<file path="config.mk">
export PLATFORM = sky130hd
export DESIGN_NAME = col_sample_ctrl
export DESIGN_NICKNAME = d
export VERILOG_FILES = /design/src/rtl/col_samp_pkg.sv /design/src/rtl/col_slot_seq.sv /design/src/rtl/col_slot_bank.sv /design/src/rtl/col_casc_route.sv /design/src/rtl/col_sample_ctrl.sv
export SDC_FILE = /design/constraint.sdc
export NUM_CORES = 2
export LEC_CHECK = 0
export CAP_MARGIN = 20
export CELL_PAD_IN_SITES_DETAIL_PLACEMENT = 0
export CELL_PAD_IN_SITES_GLOBAL_PLACEMENT = 1
export CORE_AREA = 2 2 563 565
export CTS_CLUSTER_SIZE = 25
export DETAILED_ROUTE_END_ITERATION = 8
export DIE_AREA = 0 0 565 567
export DONT_BUFFER_PORTS = 1
export GPL_TIMING_DRIVEN = 0
export PLACE_DENSITY = 0.45
export SLEW_MARGIN = 20
export SYNTH_ARGS = -nofsm -noshare
export SYNTH_HDL_FRONTEND = slang
export SYNTH_SLANG_ARGS = --single-unit
export TNS_END_PERCENT = 30
</file>
<file path="constraint.sdc">
create_clock -name clk -period 3.35 [get_ports clk]
set_input_delay 0.1675 -clock clk [delete_from_list [all_inputs] [get_ports clk]]
set_output_delay 0.1675 -clock clk [all_outputs]
set_load 0.01 [all_outputs]
</file>
<file path="src/rtl/col_samp_pkg.sv">
package col_samp_pkg;

    typedef enum logic {
        PH_IDLE = 1'b0,
        PH_XFER = 1'b1
    } phase_e;

    localparam int unsigned GROUPS = 3;

endpackage

</file>
<file path="src/rtl/col_slot_seq.sv">
module col_slot_seq
    import col_samp_pkg::*;
#(
    parameter int unsigned SLOTS = 80,
    parameter int unsigned CW    = $clog2(SLOTS)
) (
    input  logic          clk,
    input  logic          rst,
    input  logic          dir_up,
    input  logic          arm_in,
    output logic          busy,
    output logic [CW-1:0] cnt,
    output logic          we,
    output logic [CW-1:0] widx,
    output logic          casc
);

    localparam logic [CW-1:0] LAST     = CW'(SLOTS - 1);
    localparam logic [CW-1:0] PRE_LAST = CW'(SLOTS - 2);

    typedef struct packed {
        phase_e        ph;
        logic [CW-1:0] cnt;
        logic          casc;
    } seq_t;

    seq_t s_d, s_q;

    always_comb begin
        s_d      = s_q;
        s_d.casc = 1'b0;
        we       = 1'b0;
        unique case (s_q.ph)
            PH_IDLE: begin
                if (arm_in) begin
                    s_d.ph  = PH_XFER;
                    s_d.cnt = '0;
                end
            end
            PH_XFER: begin
                we = 1'b1;
                if (s_q.cnt == LAST) begin
                    s_d.ph  = PH_IDLE;
                    s_d.cnt = '0;
                end else begin
                    s_d.cnt = s_q.cnt + CW'(1);
                end
                // pulse lands on the edge that also writes slot LAST-1
                s_d.casc = (s_q.cnt == PRE_LAST);
            end
            default: s_d = s_q;
        endcase
    end

    always_ff @(posedge clk) begin
        if (rst) begin
            s_q <= '{ph: PH_IDLE, cnt: '0, casc: 1'b0};
        end else begin
            s_q <= s_d;
        end
    end

    assign busy = (s_q.ph == PH_XFER);
    assign cnt  = s_q.cnt;
    assign casc = s_q.casc;
    assign widx = dir_up ? s_q.cnt : (LAST - s_q.cnt);

endmodule

</file>
<file path="src/rtl/col_slot_bank.sv">
module col_slot_bank #(
    parameter int unsigned SLOTS = 80,
    parameter int unsigned CH    = 3,
    parameter int unsigned DW    = 6,
    parameter int unsigned CW    = $clog2(SLOTS)
) (
    input  logic                      clk,
    input  logic                      rst,
    input  logic                      we,
    input  logic [CW-1:0]             widx,
    input  logic [CH*DW-1:0]          wdata,
    output logic [SLOTS*CH*DW-1:0]    flat
);

    localparam int unsigned ROW = CH * DW;

    for (genvar s = 0; s < SLOTS; s++) begin : g_slot
        logic [ROW-1:0] row_d, row_q;

        always_comb begin
            row_d = row_q;
            if (we && (widx == CW'(s))) begin
                row_d = wdata;
            end
        end

        always_ff @(posedge clk) begin
            if (rst) begin
                row_q <= '0;
            end else begin
                row_q <= row_d;
            end
        end

        assign flat[s*ROW +: ROW] = row_q;
    end

endmodule

</file>
<file path="src/rtl/col_casc_route.sv">
module col_casc_route (
    input  logic dir_up,
    input  logic en_fwd_in,
    input  logic en_rev_in,
    input  logic casc,
    output logic arm_in,
    output logic en_fwd_out,
    output logic en_rev_out
);

    always_comb begin
        arm_in     = dir_up ? en_fwd_in : en_rev_in;
        en_rev_out = dir_up & casc;
        en_fwd_out = ~dir_up & casc;
    end

endmodule

</file>
<file path="src/rtl/col_sample_ctrl.sv">
module col_sample_ctrl
    import col_samp_pkg::*;
#(
    parameter int unsigned SLOTS = 80,
    parameter int unsigned DW    = 6
) (
    input  logic                         clk,
    input  logic                         rst,
    input  logic                         dir_up,
    input  logic                         en_fwd_in,
    input  logic                         en_rev_in,
    output logic                         en_fwd_out,
    output logic                         en_rev_out,
    input  logic [DW-1:0]                d_a,
    input  logic [DW-1:0]                d_b,
    input  logic [DW-1:0]                d_c,
    output logic [SLOTS*GROUPS*DW-1:0]   samples
);

    localparam int unsigned CW = $clog2(SLOTS);

    logic          arm_in;
    logic          busy;
    logic [CW-1:0] cnt;
    logic          we;
    logic [CW-1:0] widx;
    logic          casc;

    col_casc_route u_route (
        .dir_up     (dir_up),
        .en_fwd_in  (en_fwd_in),
        .en_rev_in  (en_rev_in),
        .casc       (casc),
        .arm_in     (arm_in),
        .en_fwd_out (en_fwd_out),
        .en_rev_out (en_rev_out)
    );

    col_slot_seq #(.SLOTS(SLOTS), .CW(CW)) u_seq (
        .clk    (clk),
        .rst    (rst),
        .dir_up (dir_up),
        .arm_in (arm_in),
        .busy   (busy),
        .cnt    (cnt),
        .we     (we),
        .widx   (widx),
        .casc   (casc)
    );

    col_slot_bank #(.SLOTS(SLOTS), .CH(GROUPS), .DW(DW), .CW(CW)) u_bank (
        .clk   (clk),
        .rst   (rst),
        .we    (we),
        .widx  (widx),
        .wdata ({d_c, d_b, d_a}),
        .flat  (samples)
    );

endmodule

</file>
---- Word-level counts from Yosys, hierarchy flattened ----
Cells that the tools add are included.
word-level totals
  flip-flop bits (word level) ............. 1449
  bits of input ports ..................... 23
  word-level logic and storage cells ...... 260
operators by class
  add/subtract/negate cells ............... 2
  eq/ne operators ......................... 82
  mux-type cells .......................... 7
  bitwise gates (word level) .............. 4
  reductions and logical operators ........ 82
operators by type and width
  kind                                                              count
  7-bit by 6-bit == test with 1-bit output (second input constant)  32
  7-bit == test (second input constant)                             18
  7-bit by 5-bit == test with 1-bit output (second input constant)  16
  1-bit logical AND                                                 80
  7-bit by 4-bit == test with 1-bit output (second input constant)  8
  7-bit by 3-bit == test with 1-bit output (second input constant)  4
  8-bit case mux with 2 select lines                                1
  7-bit by 2-bit == test with 1-bit output (second input constant)  2
  7-bit two-way mux                                                 2
  8-bit two-way mux                                                 1
  7-bit by 1-bit adder with 7-bit output (second input constant)    1
  7-bit by 1-bit == test with 1-bit output (second input constant)  1
  7-bit zero test                                                   1
  7-bit subtractor (first input constant)                           1
  1-bit two-way mux                                                 3
  1-bit bitwise AND                                                 2
  2-bit != test (second input constant)                             1
  1-bit NOT                                                         2
  2-bit OR reduction                                                1

---- Longest topological paths before layout ----
  depth in word-level cells ............... 4
  gate-level depth with buffers ........... 10
  mapped depth without buffers ............ 7

---- Modules after synthesis ----
Synthesis repeated with hierarchy kept, for this count alone.
second synthesis, totals
  cell total of the unflattened synthesis .. 4984
  area total of the unflattened synthesis .. 57141.1 um2
by module, submodules not included
  module          times used  cells an instance  area an instance (um2)
  col_slot_bank   1           4911               56490.4
  col_slot_seq    1           70                 619.3
  col_casc_route  1           3                  31.3

---- Least setup slack after synthesis ----
OpenSTA, ideal clock, no wires.
  path type ............................... register to register
  start ................................... register u_seq.s_q, in the netlist u_seq.cnt[4]
  end ..................................... register u_bank.g_slot[63].row_q[10]
  library setup time ...................... 132 ps
  arrival ................................. 2337 ps
  required time ........................... 3218 ps
  setup slack ............................. 881 ps
  stages on the path, launching flop included .. 11
  cells stage by stage .................... dfxtp_1 -> inv_1 -> ha_1 -> ha_1 -> mux2_4 -> nor4_1 -> buf_4 -> buf_12 -> nand2_4 -> buf_4 -> mux2i_1
between the ends
  cells in the longest elaborated chain, start to end .. 4
ends and longest elaborated chain
  element                                     RTL line             RTL
  start, declared                             col_slot_seq.sv:27   seq_t s_d, s_q;
  start signal, assigned                      col_slot_seq.sv:57   s_q <= '{ph: PH_IDLE, cnt: '0, casc: 1'b0};
  7-bit subtractor                            col_slot_seq.sv:66   assign widx = dir_up ? s_q.cnt : (LAST - s_q.cnt);
  7-bit two-way mux *                         col_slot_seq.sv:66
  7-bit by 6-bit == test with 1-bit output *  col_slot_bank.sv:22  if (we && (widx == CW'(s))) begin
  1-bit logical AND *                         col_slot_bank.sv:22
  end signal, assigned                        col_slot_bank.sv:31  row_q <= row_d;
  end, declared                               col_slot_bank.sv:18  logic [ROW-1:0] row_d, row_q;
Every way passes the cells marked *; elsewhere a longest branch is shown, timed or not.
A chain may end at the register's enable or synchronous reset.

---- Final worst setup path ----
  start ................................... register u_seq.s_q, in the netlist u_seq.cnt[2]
  end ..................................... register u_bank.g_slot[5].row_q[16]
between the ends
  cells in the longest elaborated chain, start to end .. 4
ends and longest elaborated chain
  element                                     RTL line
  7-bit subtractor                            col_slot_seq.sv:66
  7-bit two-way mux *                         col_slot_seq.sv:66
  7-bit by 3-bit == test with 1-bit output *  col_slot_bank.sv:22
  1-bit logical AND *                         col_slot_bank.sv:22
  end signal, assigned                        col_slot_bank.sv:31
  end, declared                               col_slot_bank.sv:18
Marks and branches as above.

==> qor.yml <==
clock_tree:
  cts_made_buffers: 179
  clk_latency_ps: 850
  cts_buffer_depth: 4
  path_clk_slew_ps: 70
  cts_root_buffer: "clkbuf_16"
  post_cts_buffers: 0
  clock-sinks: 1449
  htreeDepth: 4
  cts_tree: "yes"
routing:
  first_pass_iters: 5
  num_vias: 37700
  drt_iter0_markers: 1892
  ant_nets: 0
  wl_per_cell_um: 33.1
  routed_wl_um: 314000
  drc: 0
  viasPerCell: 3.98
worst_setup_path:
  cp_max_fo: 10
  critPathSlowestCell: "buf_2"
  worst-path-stages: 6
  startpoint_type: "flip-flop"
  crit_chain: "or3b_2 -> o22ai_1 -> buf_2 -> nand2_2 -> buf_2 -> mux2i_1"
  slowest_delay_ps: 630
  crit_arrival_ps: 3900
  crit_family: "simple AND/OR/NAND/NOR gates"
  reg2regPathDepth: 6
  crit_top_cell: "buf_2"
  cp.required_ps: 4040
  path_buf_inv: 2
  ff2ff_setup_slack_ps: 150
  crit_type: "flip-flop to flip-flop"
  worst_setup_path_end_kind: "flip-flop"
floorplan:
  die_h_um: 567
  initial_core_util_pct: 17.9
  rows: 206
  die_w_um: 565
  core_area_um2: 314000
  die_area_um2: 320000
  io_pins: 1465
power_and_ir_drop:
  clockPowerShare_pct: 51.1
  p_leak_uw: 0.0332
  comb_power_share_pct: 4.9
  internal-power_uw: 29500
  power_density_nw_per_um2: 577
  ir_worst_vdd_mv: 0.377
  power_frac_seq_pct: 44.0
  p_sw_uw: 9870
  swShare_pct: 25.1
global_routing:
  antenna_found_initial: 44
  grt_pass1_vias: 37800
  gr-total-overflow: 0
  grt_max_degree: 14
  grt_pass1_wl_um: 400000
  track_usage_pct: 18.8
sta:
  post-route-period-util_pct: 95.7
  finalHoldViolCount: 0
  slew_violations: 0
  min_period_ps: 3200
  setup_viol_count_final: 0
  rsz0062_at_grt: "false"
  max_slew_margin_pct: 19.1
  finalClockSkew_ps: 50.9
  tightestPinTransition_ps: 1210
  holdWs_ps: 71.9
  fmax_ghz: 0.312
synth:
  synth_nets: 4982
  synth_cells: 4952
  synth_edf_count: 0
  yosysSeqAreaShare_pct: 51.6
  yosysWarnings: 0
  synth_area_leaders: "dfxtp_1 52%, mux2i_1 26%, nand2b_1 16%, clkbuf_1 2.1%, nand2_4 1.1%"
  avgSynthCellArea_um2: 11.3
  yosysTopAreaCell: "dfxtp_1"
  syn_area_um2: 56200
  synth_flop_cell: "dfxtp_1"
  yosys.area.top_type_share_pct: 51.6
  synth.distinct_cells: 42
  ys_ff_latch: 1449
  async_flop_share_pct: 0
min_path:
  hold_depth: 4
  min_path_type: "primary input to flip-flop"
outcome:
  status: "finished clean"
placed_design:
  portBuffers: 0
  dp.cells: 9142
  place.gp.congestion: 0.787
  dp_hpwl_um: 247000
layout:
  areaGrowthSynthToFinish_pct: 21.3
  instances_no_fill: 9475
  fillers: 33800
  multi_input_area_um2: 25100
  drive_above_1_share_pct: 10.8
  seq_area_um2: 29000
  nets: 5198
flow_run:
  max_cap_viol_count: 0
logic make-up after synthesis:
logic type / synth area share [%]
fa+ha+maj: 0.156
flops: 51.6
mux: 25.7
compound gates: 0.316
xor+xnor: 0.0468
buf+inv: 3.81
simple gates: 18.3
sequential cells by signal, summed over array words and instances, names as in the netlist:
name	count
u_bank.g_slot.row_q	1440
u_seq.cnt	7
u_seq.busy	1
u_seq.casc	1
final timing paths:
kind,from,endpoint
setup / recovery,u_seq.cnt[2],u_bank.g_slot[5].row_q[16]
hold reg to reg,u_bank.g_slot[30].row_q[10],u_bank.g_slot[30].row_q[10]
setup reg to reg,u_seq.cnt[2],u_bank.g_slot[5].row_q[16]
hold / removal,d_b[3],u_bank.g_slot[6].row_q[9]
final cells by class:
type / count / area share (%)
Buffer: 439 / 3.28
Antenna cell: 14 / 0.0514
Sequential cell: 1449 / 42.5
Multi-Input combinational cell: 3059 / 36.8
Clock buffer: 264 / 7.72
Tap cell: 4160 / 7.63
Clock inverter: 50 / 1.01
Timing Repair Buffer: 35 / 0.984
Inverter: 5 / 0.0275
per-layer routing:
metal	share of wire, %	GRT usage [%]
met5	0.0035	0
met1	37	20.7
met4	3.0	5.42
met3	11	8.18
met2	49	32.6
worst reg2reg max path, stage by stage, from the launching register on:
cell and delay, ps:
dfxtp_1 350, or3b_2 530, o22ai_1 120, buf_2 630
nand2_2 640, buf_2 540, mux2i_1 240
Yosys cell counts (7+ instances only):
library cell	number
mux2i_1	1442
clkbuf_1	321
nand2_4	55
buf_1	11
nand2_1	8
nand2_8	10
nand2b_1	1460
buf_6	35
o22ai_1	16
nand2_2	13
buf_4	37
ha_1	7
buf_2	31
dfxtp_1	1449
through the flow:
| stage | total power, µW | instance area (µm²) | utilization [%] | setup WS [ps] | TNS, ps |
|---|---|---|---|---|---|
| final | 39400 | 68200 | 21.7 | 145 | 0 |
| after CTS | 40000 | 68100 | 21.7 | 13.7 | 0 |
| after global routing | 40600 | 68200 | 21.7 | 11.4 | 0 |
| after global placement | 19600 | 61400 | 19.6 | -4540 | -3718980 |
| after detailed placement | 19700 | 62100 | 19.8 | -482 | -63300 |
| after floorplan | 18500 | 56200 | - | 881 | 0 |
power by group through the flow:
stage	Clock, µW	Combinational [µW]	Sequential, µW
after global placement	0	1910	17700
after detailed placement	0	2000	17700
after floorplan	0	798	17700
after global routing	21300	2010	17300
after CTS	20700	2010	17300
final	20100	1930	17300
layout by cell type, fill, tap and decap left out, drive strengths merged, types with 6 or more instances in the layout:
cell / synthesis / routed
clkbuf: 323 / 587
diode: 0 / 14
dfxtp: 1449 / 1449
nand2b: 1460 / 1460
buf: 116 / 148
inv: 5 / 16
bufinv: 0 / 10
mux2i: 1442 / 1442
o22ai: 16 / 16
clkinv: 0 / 28
ha: 7 / 7
nor2: 6 / 6
nand2: 86 / 86
repair_timing:
item | in CTS | in global routing
pin swaps | 0 | 1
hold buffers | 3 | 0
gates resized for setup | 7 | 0
setup endpoints to repair | 257 | 7
hold endpoints to repair | 46 | 0
Note: power is estimated with default switching activity, not from simulation.
